`src/rtl/xlate_tlb_pkg.sv`:
```
package xlate_tlb_pkg;

  typedef enum logic [1:0] {
    ACC_LOAD  = 2'd0,
    ACC_STORE = 2'd1,
    ACC_FETCH = 2'd2
  } acc_kind_e;

  typedef enum logic [1:0] {
    XS_OK    = 2'd0,
    XS_PAGE  = 2'd1,
    XS_PROT  = 2'd2
  } xs_status_e;

  typedef struct packed {
    logic usr;
    logic ex;
    logic wr;
    logic rd;
  } rights_t;

endpackage

```
`src/rtl/xlate_tlb_cam.sv`:
```
module xlate_tlb_cam
  import xlate_tlb_pkg::*;
#(
  parameter int VPN_W   = 20,
  parameter int PPN_W   = 18,
  parameter int ENTRIES = 8
) (
  input  logic             clk,
  input  logic             rst_n,
  input  logic [VPN_W-1:0] lk_vpn,
  output logic             lk_hit,
  output logic [PPN_W-1:0] lk_ppn,
  output rights_t          lk_rights,
  input  logic             fill_en,
  input  logic [VPN_W-1:0] fill_vpn,
  input  logic [PPN_W-1:0] fill_ppn,
  input  rights_t          fill_rights
);
  localparam int IDX_W = (ENTRIES > 1) ? $clog2(ENTRIES) : 1;
  localparam logic [IDX_W-1:0] LAST_IDX = IDX_W'(ENTRIES - 1);

  logic [ENTRIES-1:0] slot_vld;
  logic [VPN_W-1:0]   slot_vpn [ENTRIES];
  logic [PPN_W-1:0]   slot_ppn [ENTRIES];
  rights_t            slot_rights [ENTRIES];
  logic [IDX_W-1:0]   victim;
  logic [ENTRIES-1:0] match_vec;

  // Storage and round-robin victim pointer
  always_ff @(posedge clk or negedge rst_n) begin
    if (!rst_n) begin
      slot_vld <= '0;
      victim   <= '0;
      for (int i = 0; i < ENTRIES; i++) begin
        slot_vpn[i]    <= '0;
        slot_ppn[i]    <= '0;
        slot_rights[i] <= '0;
      end
    end else if (fill_en) begin
      for (int i = 0; i < ENTRIES; i++) begin
        if (victim == IDX_W'(i)) begin
          slot_vld[i]    <= 1'b1;
          slot_vpn[i]    <= fill_vpn;
          slot_ppn[i]    <= fill_ppn;
          slot_rights[i] <= fill_rights;
        end
      end
      victim <= (victim == LAST_IDX) ? '0 : victim + 1'b1;
    end
  end

  // Parallel tag compare, one comparator per slot
  for (genvar g = 0; g < ENTRIES; g++) begin : g_cmp
    assign match_vec[g] = slot_vld[g] && (slot_vpn[g] == lk_vpn);
  end

  always_comb begin
    lk_ppn    = '0;
    lk_rights = '0;
    for (int i = 0; i < ENTRIES; i++) begin
      if (match_vec[i]) begin
        lk_ppn    = lk_ppn | slot_ppn[i];
        lk_rights = lk_rights | slot_rights[i];
      end
    end
  end

  assign lk_hit = |match_vec;

  // a page never sits in two slots
  a_r8_single_match: assert property (@(posedge clk) disable iff (!rst_n)
    $onehot0(match_vec));

  // refills happen only for pages that are absent
  a_r4_fill_only_on_miss: assert property (@(posedge clk) disable iff (!rst_n)
    (fill_en && fill_vpn == lk_vpn) |-> !lk_hit);

endmodule

```
`src/rtl/xlate_tlb_rights.sv`:
```
module xlate_tlb_rights
  import xlate_tlb_pkg::*;
(
  input  acc_kind_e kind,
  input  logic      user,
  input  rights_t   rights,
  output logic      allow
);
  logic kind_ok;

  always_comb begin
    unique case (kind)
      ACC_LOAD:  kind_ok = rights.rd;
      ACC_STORE: kind_ok = rights.wr;
      ACC_FETCH: kind_ok = rights.ex;
      default:   kind_ok = 1'b0;
    endcase
    allow = kind_ok && !(user && !rights.usr);
  end

endmodule

```
`src/rtl/xlate_tlb_ctrl.sv`:
```
module xlate_tlb_ctrl
  import xlate_tlb_pkg::*;
#(
  parameter int VA_W  = 32,
  parameter int PA_W  = 30,
  parameter int OFF_W = 12
) (
  input  logic                  clk,
  input  logic                  rst_n,
  input  logic                  req_valid,
  output logic                  req_ready,
  input  logic [VA_W-1:0]       req_vaddr,
  input  logic [1:0]            req_kind,
  input  logic                  req_user,
  output logic                  rsp_valid,
  input  logic                  rsp_ready,
  output logic [1:0]            rsp_status,
  output logic [PA_W-1:0]       rsp_paddr,
  output logic [VA_W-1:0]       rsp_vaddr,
  output logic                  walk_req_valid,
  input  logic                  walk_req_ready,
  output logic [VA_W-OFF_W-1:0] walk_req_vpn,
  input  logic                  walk_rsp_valid,
  output logic                  walk_rsp_ready,
  input  logic                  walk_rsp_resident,
  output logic [VA_W-OFF_W-1:0] lk_vpn,
  input  logic                  lk_hit,
  input  logic [PA_W-OFF_W-1:0] lk_ppn,
  output logic                  fill_en,
  output acc_kind_e             chk_kind,
  output logic                  chk_user,
  input  logic                  chk_allow
);
  typedef enum logic [2:0] {
    ST_IDLE, ST_LOOK, ST_WREQ, ST_WRSP, ST_RESP
  } st_e;

  st_e              state;
  logic [VA_W-1:0]  cur_va;
  acc_kind_e        cur_kind;
  logic             cur_user;
  xs_status_e       out_status;
  logic [PA_W-1:0]  out_paddr;

  always_ff @(posedge clk or negedge rst_n) begin
    if (!rst_n) begin
      state      <= ST_IDLE;
      cur_va     <= '0;
      cur_kind   <= ACC_LOAD;
      cur_user   <= 1'b0;
      out_status <= XS_OK;
      out_paddr  <= '0;
    end else begin
      unique case (state)
        ST_IDLE: if (req_valid) begin
          cur_va   <= req_vaddr;
          cur_kind <= acc_kind_e'(req_kind);
          cur_user <= req_user;
          state    <= ST_LOOK;
        end
        ST_LOOK: if (lk_hit) begin
          out_status <= chk_allow ? XS_OK : XS_PROT;
          out_paddr  <= chk_allow ? {lk_ppn, cur_va[OFF_W-1:0]} : '0;
          state      <= ST_RESP;
        end else begin
          state <= ST_WREQ;
        end
        ST_WREQ: if (walk_req_ready) state <= ST_WRSP;
        ST_WRSP: if (walk_rsp_valid) begin
          if (walk_rsp_resident) begin
            state <= ST_LOOK;
          end else begin
            out_status <= XS_PAGE;
            out_paddr  <= '0;
            state      <= ST_RESP;
          end
        end
        ST_RESP: if (rsp_ready) state <= ST_IDLE;
        default: state <= ST_IDLE;
      endcase
    end
  end

  assign req_ready      = (state == ST_IDLE);
  assign rsp_valid      = (state == ST_RESP);
  assign rsp_status     = out_status;
  assign rsp_paddr      = out_paddr;
  assign rsp_vaddr      = cur_va;
  assign lk_vpn         = cur_va[VA_W-1:OFF_W];
  assign walk_req_valid = (state == ST_WREQ);
  assign walk_req_vpn   = cur_va[VA_W-1:OFF_W];
  assign walk_rsp_ready = (state == ST_WRSP);
  assign fill_en        = (state == ST_WRSP) && walk_rsp_valid && walk_rsp_resident;
  assign chk_kind       = cur_kind;
  assign chk_user       = cur_user;

  // response holds under back-pressure
  a_r9_rsp_hold: assert property (@(posedge clk) disable iff (!rst_n)
    (rsp_valid && !rsp_ready) |=> (rsp_valid && $stable(rsp_paddr)
      && $stable(rsp_status) && $stable(rsp_vaddr)));

  // walk request holds until taken
  a_r9_walk_hold: assert property (@(posedge clk) disable iff (!rst_n)
    (walk_req_valid && !walk_req_ready) |=> (walk_req_valid && $stable(walk_req_vpn)));

  // no new request accepted while a walk result is taken
  a_r3_closed_during_walk: assert property (@(posedge clk) disable iff (!rst_n)
    (walk_rsp_valid && walk_rsp_ready) |-> !req_ready);

  // the cycle after a refill the page is found in the table
  a_r4_refill_then_hit: assert property (@(posedge clk) disable iff (!rst_n)
    fill_en |=> lk_hit);

  // a successful response keeps the page offset
  a_r2_offset_kept: assert property (@(posedge clk) disable iff (!rst_n)
    (rsp_valid && rsp_status == 2'd0) |->
      (rsp_paddr[OFF_W-1:0] == rsp_vaddr[OFF_W-1:0]));

endmodule

```
`src/rtl/xlate_tlb.sv`:
```
module xlate_tlb
  import xlate_tlb_pkg::*;
#(
  parameter int VA_W    = 32,
  parameter int PA_W    = 30,
  parameter int OFF_W   = 12,
  parameter int ENTRIES = 8,
  localparam int VPN_W  = VA_W - OFF_W,
  localparam int PPN_W  = PA_W - OFF_W
) (
  input  logic             clk,
  input  logic             rst_n,
  input  logic             req_valid,
  output logic             req_ready,
  input  logic [VA_W-1:0]  req_vaddr,
  input  logic [1:0]       req_kind,
  input  logic             req_user,
  output logic             rsp_valid,
  input  logic             rsp_ready,
  output logic [1:0]       rsp_status,
  output logic [PA_W-1:0]  rsp_paddr,
  output logic [VA_W-1:0]  rsp_vaddr,
  output logic             walk_req_valid,
  input  logic             walk_req_ready,
  output logic [VPN_W-1:0] walk_req_vpn,
  input  logic             walk_rsp_valid,
  output logic             walk_rsp_ready,
  input  logic             walk_rsp_resident,
  input  logic [PPN_W-1:0] walk_rsp_ppn,
  input  logic [3:0]       walk_rsp_perm
);
  logic [VPN_W-1:0] lk_vpn;
  logic             lk_hit;
  logic [PPN_W-1:0] lk_ppn;
  rights_t          lk_rights;
  logic             fill_en;
  acc_kind_e        chk_kind;
  logic             chk_user;
  logic             chk_allow;

  xlate_tlb_ctrl #(.VA_W(VA_W), .PA_W(PA_W), .OFF_W(OFF_W)) u_ctrl (
    .clk               (clk),
    .rst_n             (rst_n),
    .req_valid         (req_valid),
    .req_ready         (req_ready),
    .req_vaddr         (req_vaddr),
    .req_kind          (req_kind),
    .req_user          (req_user),
    .rsp_valid         (rsp_valid),
    .rsp_ready         (rsp_ready),
    .rsp_status        (rsp_status),
    .rsp_paddr         (rsp_paddr),
    .rsp_vaddr         (rsp_vaddr),
    .walk_req_valid    (walk_req_valid),
    .walk_req_ready    (walk_req_ready),
    .walk_req_vpn      (walk_req_vpn),
    .walk_rsp_valid    (walk_rsp_valid),
    .walk_rsp_ready    (walk_rsp_ready),
    .walk_rsp_resident (walk_rsp_resident),
    .lk_vpn            (lk_vpn),
    .lk_hit            (lk_hit),
    .lk_ppn            (lk_ppn),
    .fill_en           (fill_en),
    .chk_kind          (chk_kind),
    .chk_user          (chk_user),
    .chk_allow         (chk_allow)
  );

  xlate_tlb_cam #(.VPN_W(VPN_W), .PPN_W(PPN_W), .ENTRIES(ENTRIES)) u_cam (
    .clk         (clk),
    .rst_n       (rst_n),
    .lk_vpn      (lk_vpn),
    .lk_hit      (lk_hit),
    .lk_ppn      (lk_ppn),
    .lk_rights   (lk_rights),
    .fill_en     (fill_en),
    .fill_vpn    (lk_vpn),
    .fill_ppn    (walk_rsp_ppn),
    .fill_rights (rights_t'(walk_rsp_perm))
  );

  xlate_tlb_rights u_rights (
    .kind   (chk_kind),
    .user   (chk_user),
    .rights (lk_rights),
    .allow  (chk_allow)
  );

endmodule

```
`config.mk`:
```
export PLATFORM = sky130hd
export DESIGN_NAME = xlate_tlb
export DESIGN_NICKNAME = d
export VERILOG_FILES = /design/src/rtl/xlate_tlb_pkg.sv /design/src/rtl/xlate_tlb_cam.sv /design/src/rtl/xlate_tlb_rights.sv /design/src/rtl/xlate_tlb_ctrl.sv /design/src/rtl/xlate_tlb.sv
export SDC_FILE = /design/constraint.sdc
export NUM_CORES = 1
export LEC_CHECK = 0
export CAP_MARGIN = 20
export CORE_MARGIN = 5
export CORE_UTILIZATION = 45
export DETAILED_ROUTE_END_ITERATION = 16
export SYNTH_ARGS = -nofsm -noshare
export SYNTH_HDL_FRONTEND = slang
export SYNTH_SLANG_ARGS = --single-unit
```
`constraint.sdc`:
```
create_clock -name clk -period 2.99 [get_ports clk]
set_input_delay 0.598 -clock clk [delete_from_list [all_inputs] [get_ports clk]]
set_output_delay 0.598 -clock clk [all_outputs]
set_load 0.005 [all_outputs]
```
==> results of run 1 <==
==> power by group <==
| group | internal (mW) | switching, mW | leakage (nW) |
|---|---|---|---|
| clock | 3.58 | 2.31 | 0.777 |
| combinational | 4.51 | 3.38 | 4.16 |
| sequential | 7.93 | 1.76 | 5.52 |
==> state kept, by name, summed over array words and instances (netlist names) <==
signal and count:
u_cam.slot_ppn 144, u_cam.slot_rights 32, u_cam.slot_vld 8, u_cam.slot_vpn 160, u_cam.victim 3, u_ctrl.chk_kind 2
u_ctrl.chk_user 1, u_ctrl.rsp_paddr 30, u_ctrl.rsp_status 2, u_ctrl.rsp_vaddr 32, u_ctrl.state 3
==> cell families (layout without fill, tap and decap cells) <==
kind of cell	after synthesis	in the layout	synth area share, %
flops	417	417	53.9
xor+xnor	157	157	7.14
fa+ha+maj	6	6	0.388
mux	362	362	21.1
simple gates	213	213	6.28
buf+inv	141	322	5.02
compound gates	154	154	6.19
==> metal layers <==
layer  GRT usage (%)  share of wire (%)  vias up
li1                -                  -     5428
met1            31.0                 49     6208
met2            32.3                 46      211
met3            3.48                3.7       50
met4            4.11                1.6        2
met5               0              0.027        -
==> metrics by stage <==
stage / power, mW / std cells / utilization [%] / TNS, ps
floorplan: 14.9 / 1450 / - / 0
global placement: 17.5 / 2090 / 50.5 / -111
detailed placement: 17.7 / 2090 / 50.5 / -760
CTS: 23.7 / 2177 / 54.2 / 0
global route: 24.9 / 2177 / 54.2 / 0
finish: 23.5 / 2177 / 54.2 / 0
==> layout by cell type (no fill, tap or decap), drive strengths merged, types with 15 or more instances in the layout <==
| master | Yosys | final |
|---|---|---|
| nand4 | 38 | 38 |
| nand3 | 40 | 40 |
| clkdlybuf4s50 | 0 | 150 |
| a22oi | 78 | 78 |
| xnor2 | 137 | 137 |
| nor4 | 15 | 15 |
| xor2 | 20 | 20 |
| o21ai | 46 | 46 |
| mux2 | 362 | 362 |
| dfrtp | 417 | 417 |
| clkbuf | 16 | 74 |
| buf | 112 | 72 |
| nand2 | 72 | 72 |
==> what timing repair did <==
item / CTS / global route
gates resized for setup: 1 / 4
setup buffers: 0 / 0
hold endpoints to repair: 25 / 0
setup endpoints to repair: 31 / 31
hold buffers: 1 / 0
==> Yosys cell counts, drive strengths merged, types with 6 or more instances <==
master / instances / area, um2
and3: 6 / 42.5
mux2: 362 / 4080
o21ai: 46 / 343
a22oi: 78 / 591
ha: 6 / 75.1
nor2: 6 / 22.5
nand4: 38 / 250
dfrtp: 417 / 10400
xnor2: 137 / 1210
o211ai: 9 / 81.3
xor2: 20 / 175
nand3: 40 / 205
nand2: 72 / 273
nand2b: 10 / 62.6
and2: 10 / 62.6
clkbuf: 16 / 60.1
buf: 112 / 863
nor4: 15 / 188
inv: 13 / 48.8
==> worst max path at each step <==
stage,to,slack (ps),cells past startpoint,startpoint
4_1_cts,u_ctrl.rsp_paddr[15],40,10,u_ctrl.rsp_vaddr[18]
6_report,u_ctrl.rsp_paddr[20],170,9,u_ctrl.rsp_vaddr[31]
3_3_place_gp,u_ctrl.rsp_status[1],-50,11,u_ctrl.rsp_vaddr[13]
5_1_grt,u_ctrl.rsp_status[1],20,10,u_ctrl.rsp_vaddr[19]
2_1_floorplan,u_ctrl.rsp_paddr[12],800,11,u_ctrl.rsp_vaddr[15]
3_5_place_dp,u_ctrl.rsp_status[1],-80,11,u_ctrl.rsp_vaddr[13]
==> critical path, stage by stage (launching register included) <==
cell,delay [ps]
dfrtp_1,490
xnor2_1,310
nand4_1,310
nor4_4,500
and2_1,340
a222oi_1,150
nand3_1,160
o211ai_4,120
buf_12,200
o21ai_2,150
==> final cells by class <==
type                       instances  area [um2]
clock buffer                      74        1410
clock inverter                    12         171
fill                            3656       19600
inverter                          13        48.8
multi-input combinational        892        8000
sequential                       417       10400
tap                              546         683
timing repair buffer             223        2460
==> metrics.md, run 1 <==
| Metric | Value |
|---|---|
| Post-Syn Instances | 1450 |
| Pre-antenna DRT Iters | 5 |
| Gr usage total | 20.8% |
| Largest net degree at the start of global routing | 118 |
| Yosys warning count | 0 |
| Die Y | 217 um |
| Worst setup SP type | flop |
| N_diodes | 0 |
| Nets | 1665 |
| Starting Density | 45.2% |
| Core box area | 0.0428 mm2 |
| Port Buffers | 151 |
| Area Overhead vs Synth | 19.9% |
| Die area | 0.0473 mm2 |
| Avg WL per Cell | 22.3 um |
| Routed vias/inst | 5.47 |
| Worst EP arrival | 3320 ps |
| Design Area, Final | 0.0232 mm2 |
| Pre-CTS setup slack | -83.4 ps |
| Vias in the first global route | 12.4k |
| Maximum clock path buffer count | 3 |
| # IOs | 152 |
| Clock Latency Late Sink | 580 ps |
| Tightest Pin Transition | 786 ps |
| Worst min path class | flop to flop |
| DR vias | 11.9k |
| Final Critical Period | 2820 ps |
| Rows | 76 |
| Pins Over Slew Limit | 0 |
| Gpl congestion | 0.825 |
| Worst setup EP type | flop |
| Min-Delay Endpoint | u_cam.slot_vld[1] |
| Layout cell share with drive strength beyond 1 | 34.5% |
| Syn Area/Cell | 13.3 um2 |
| Required time worst endpoint | 3490 ps |
| Synth Register Bits | 417 |
| Placed cell area | 0.0216 mm2 |
| Reg2Reg Depth | 9 |
| Initial antenna violation count | 1 |
| Die width | 217 um |
| Maxcap violations | 0 |
| Synth Cell Area | 0.0194 mm2 |
| Initial DRC Count | 624 |
| Syn nets | 1520 |
| Hold Vio Cnt, Final | 0 |
| Hold-critical path depth | 1 |
| Setup ws final | 170 ps |
| Remaining Overflow, GRT | 0 |
| First-pass GRT wire length | 76.3 mm |
| Worst-path clk slew | 50 ps |
| Routed Antenna Nets | 0 |
| Max FO, Critical Path | 30 |
| RSZ-0062 raised after global routing | no |
| Seq/Total Area, Yosys | 53.9% |
| CTS tree | built |
| Reg2reg end | u_ctrl.rsp_paddr[20] |
| Status | completed |
| H-tree depth | 2 |
| Cts bufs inserted | 48 |
| Post-Route WL | 48.6 mm |
| R2R setup slack | 170 ps |
| Normalized max-slew margin | 47.6% |
| Hold slack | 463 ps |
| Maximum vdd drop | 536 uV |
| Fmax achieved | 0.355 GHz |
| Tcrit/Tclk final | 94.3% |
| Hold Startpoint | u_cam.slot_vld[1] |
| Skew final | 16.6 ps |
| Async set-reset flop share out of synthesis | 100% |
| Setup CP Type | flop to flop |
| Pwr dens | 1010 mW/mm2 |
| RR Startpoint | u_ctrl.rsp_vaddr[31] |
| Dpl hpwl | 30.4 mm |
| Root Driver | clkbuf_16 |
| Top FF cell, synth | dfrtp_1 |
| EDFF count, synth | 0 |
| Final setup fails | 0 |
| Residual DRC count | 0 |
| Num Clock Sinks | 417 |
| Leak Pwr | 10.5 nW |
| Netlist cell types | 50 |
No activity file was read; power rests on OpenSTA's default activity.
==> run 2: changes to the inputs <==
CORE_ASPECT_RATIO = 1.4   (was default)
==> run 2 against run 1 <==
Sequential cell count is the same. Critical endpoint is now u_ctrl.rsp_paddr[13]. Total power shrank 3.2%. Clock power shrank 14%.
==> metrics.md, run 2 (synthesis gave the netlist of run 1 again) <==
| Metric | Value |
|---|---|
| Status | completed (unchanged) |
| Logic gate share of total power | 35.5% (was 33.6%) |
| Maximum clock path buffer count | 3 (unchanged) |
| CP cell instances | buf_12, xnor2_1, nand4_1, buf_4, nor4_4, and2_1, a222oi_1, inv_1, o211ai_4, buf_12, o21ai_2 (was xnor2_1, nand4_1, nor4_4, and2_1, a222oi_1, nand3_1, o211ai_4, buf_12, o21ai_2) |
| Num Clock Sinks | 417 (unchanged) |
| PostCTS Resize Cnt | 0 (was 1) |
| Die area | 0.0473 mm2 (about the same) |
| Core box area | 0.0428 mm2 (unchanged) |
| Root Driver | clkbuf_16 (unchanged) |
| Reg2reg end | u_ctrl.rsp_paddr[13] (was u_ctrl.rsp_paddr[20]) |
| Area Overhead vs Synth | 18.9% (was 19.9%) |
| Die Y | 255 um (was 217 um) |
| Final setup TNS | 0 ps (unchanged) |
| Pwr dens | 987 mW/mm2 (was 1010 mW/mm2) |
| Hold slack | 37.1 ps (was 463 ps) |
| Most frequent cells in the layout | dfrtp_1, mux2_2, clkdlybuf4s50_1 (unchanged) |
| Vias in the first global route | 12.7k (was 12.4k) |
| Largest net degree at the start of global routing | 74 (was 118) |
| Worst EP arrival | 3340 ps (was 3320 ps) |
| Residual DRC count | 0 (unchanged) |
| Nets | 1669 (was 1665) |
| Sw frac | 32.1% (was 31.8%) |
| Setup bufs post-CTS | 0 (unchanged) |
| CTS Hold Bufs | 0 (was 1) |
| Commonest non-fill, non-tap cell in the layout | dfrtp_1 (unchanged) |
| Worst-path clk slew | 60 ps (was 50 ps) |
| Starting Density | 45.2% (unchanged) |
| Fmax achieved | 0.347 GHz (was 0.355 GHz) |
| Layout cell share with drive strength beyond 1 | 34.4% (was 34.5%) |
| Worst setup EP type | flop (unchanged) |
| Register with the most flip-flops | u_cam.slot_vpn (unchanged) |
| Maximum vdd drop | 602 uV (was 536 uV) |
| Cell internal pwr | 15.4 mW (was 16.0 mW) |
| Rows | 90 (was 76) |
| Slowest Stage Delay on Critical Path | 500 ps (about the same) |
| Avg WL per Cell | 22.3 um (about the same) |
| Pre-antenna DRT Iters | 5 (unchanged) |
| Initial antenna violation count | 1 (unchanged) |
| Cell family with most CP delay | simple AND/OR/NAND/NOR gates (unchanged) |
| Routed Antenna Nets | 0 (unchanged) |
| Cts bufs inserted | 43 (was 48) |
| Tightest Pin Transition | 790 ps (was 786 ps) |
| Leak Pwr | 10.4 nW (was 10.5 nW) |
| Skew final | 21.4 ps (was 16.6 ps) |
| Normalized max-slew margin | 47.4% (was 47.6%) |
| Net Switching | 7.30 mW (was 7.45 mW) |
| Clock Power Share | 22.2% (was 25.1%) |
| CTS tree | built (unchanged) |
| Routed vias/inst | 5.53 (was 5.47) |
| # IOs | 152 (unchanged) |
| Hold Vio Cnt, Final | 0 (unchanged) |
| H-tree depth | 2 (unchanged) |
| Tcrit/Tclk final | 96.3% (was 94.3%) |
| Setup CP Type | flop to flop (unchanged) |
| Worst min path class | input port to async pin (was flop to flop) |
| Biggest regs | u_cam.slot_vpn (160), u_cam.slot_ppn (144) (unchanged) |
| Seq pwr share | 42.3% (was 41.3%) |
| RSZ-0062 raised after global routing | no (unchanged) |
| Worst Path Buf+Inv | 4 (was 1) |
| Max FO, Critical Path | 16 (was 30) |
| Pins Over Slew Limit | 0 (unchanged) |
| RR Startpoint | u_ctrl.rsp_vaddr[26] (was u_ctrl.rsp_vaddr[31]) |
| First-pass GRT wire length | 76.6 mm (was 76.3 mm) |
| Remaining Overflow, GRT | 0 (unchanged) |
| Critical-path top delay cell | nor4_4 (unchanged) |
| Initial DRC Count | 664 (was 624) |
| Required time worst endpoint | 3450 ps (was 3490 ps) |
| Post-Route WL | 48.7 mm (was 48.6 mm) |
| Reg2Reg Depth | 11 (was 9) |
| Final Critical Period | 2880 ps (was 2820 ps) |
| Final setup fails | 0 (unchanged) |
| Worst setup SP type | flop (unchanged) |
| Gr usage total | 20.8% (about the same) |
| Die width | 185 um (was 217 um) |
| Gpl congestion | 0.815 (was 0.825) |
| FILL cells | 3701 (was 3656) |
| Maxcap violations | 0 (unchanged) |
| Port Buffers | 151 (unchanged) |
| Dpl hpwl | 31.5 mm (was 30.4 mm) |
| CP most frequent cell | buf_12 |
| R2R setup slack | 110 ps (was 170 ps) |
| Max reg flops | 160 (unchanged) |
| DR vias | 12.1k (was 11.9k) |
| Clock Latency Late Sink | 550 ps (was 580 ps) |
[run 2: cell types whose count changed in the layout (fill, tap and decap cells not counted), sizes merged]
cell and delta:
clkbuf -4, buf +10, dlygate4sd3 -1, clkinv -5
diode +1, bufinv -4
[run 2: area by class of cell]
class	instances	area, um2	share of cell area (%)
multi-input combinational	892	8010	34.8
clock inverter	3	15.0	0.0653
clock buffer	70	1280	5.56
tap	552	691	3.00
inverter	13	48.8	0.212
timing repair buffer	232	2520	11.0
sequential	417	10400	45.4
antenna	1	2.50	0.0109
[run 2: per-layer routing]
| metal | global-route usage (%) | vias to the layer above | part of all wire [%] |
|---|---|---|---|
| met5 | 0 | - | 0 |
| met4 | 6.61 | 0 | 3.0 |
| met3 | 2.95 | 86 | 4.0 |
| met2 | 37.1 | 256 | 54 |
| met1 | 25.9 | 6273 | 39 |
| li1 | - | 5441 | - |
[run 2: per-stage QoR]
step | area (um2) | worst slack (ps) | util (%) | total power [mW] | cells
floorplan | 19400 | 804 | - | 14.9 | 1450
global placement | 21700 | 78.4 | 50.7 | 17.6 | 2106
detailed placement | 21700 | 89.5 | 50.7 | 17.9 | 2106
CTS | 23000 | 48.8 | 53.7 | 23.0 | 2179
global route | 23000 | 2.95 | 53.8 | 24.1 | 2179
finish | 23000 | 111 | 53.8 | 22.7 | 2180
[run 2: how the worst max path moves through the flow]
stage / from / end / slack [ps] / depth (start not counted)
after floorplan: u_ctrl.rsp_vaddr[15] / u_ctrl.rsp_paddr[12] / 800 / 11
after global placement: u_ctrl.rsp_vaddr[20] / u_ctrl.rsp_status[1] / 80 / 10
after detailed placement: u_ctrl.rsp_vaddr[20] / u_ctrl.rsp_status[1] / 90 / 10
after CTS: u_ctrl.rsp_vaddr[20] / u_ctrl.rsp_paddr[13] / 50 / 9
after global routing: u_ctrl.rsp_vaddr[24] / u_ctrl.rsp_paddr[16] / 3 / 11
final: u_ctrl.rsp_vaddr[26] / u_ctrl.rsp_paddr[13] / 110 / 11
[run 2: power by group through the flow]
stage / sequential [mW] / clock (mW) / combinational, mW
after floorplan: 9.08 / 0 / 5.81
after global placement: 9.60 / 0 / 8.04
after detailed placement: 9.70 / 0 / 8.15
after CTS: 9.61 / 5.21 / 8.19
after global routing: 9.90 / 5.44 / 8.76
final: 9.61 / 5.05 / 8.05
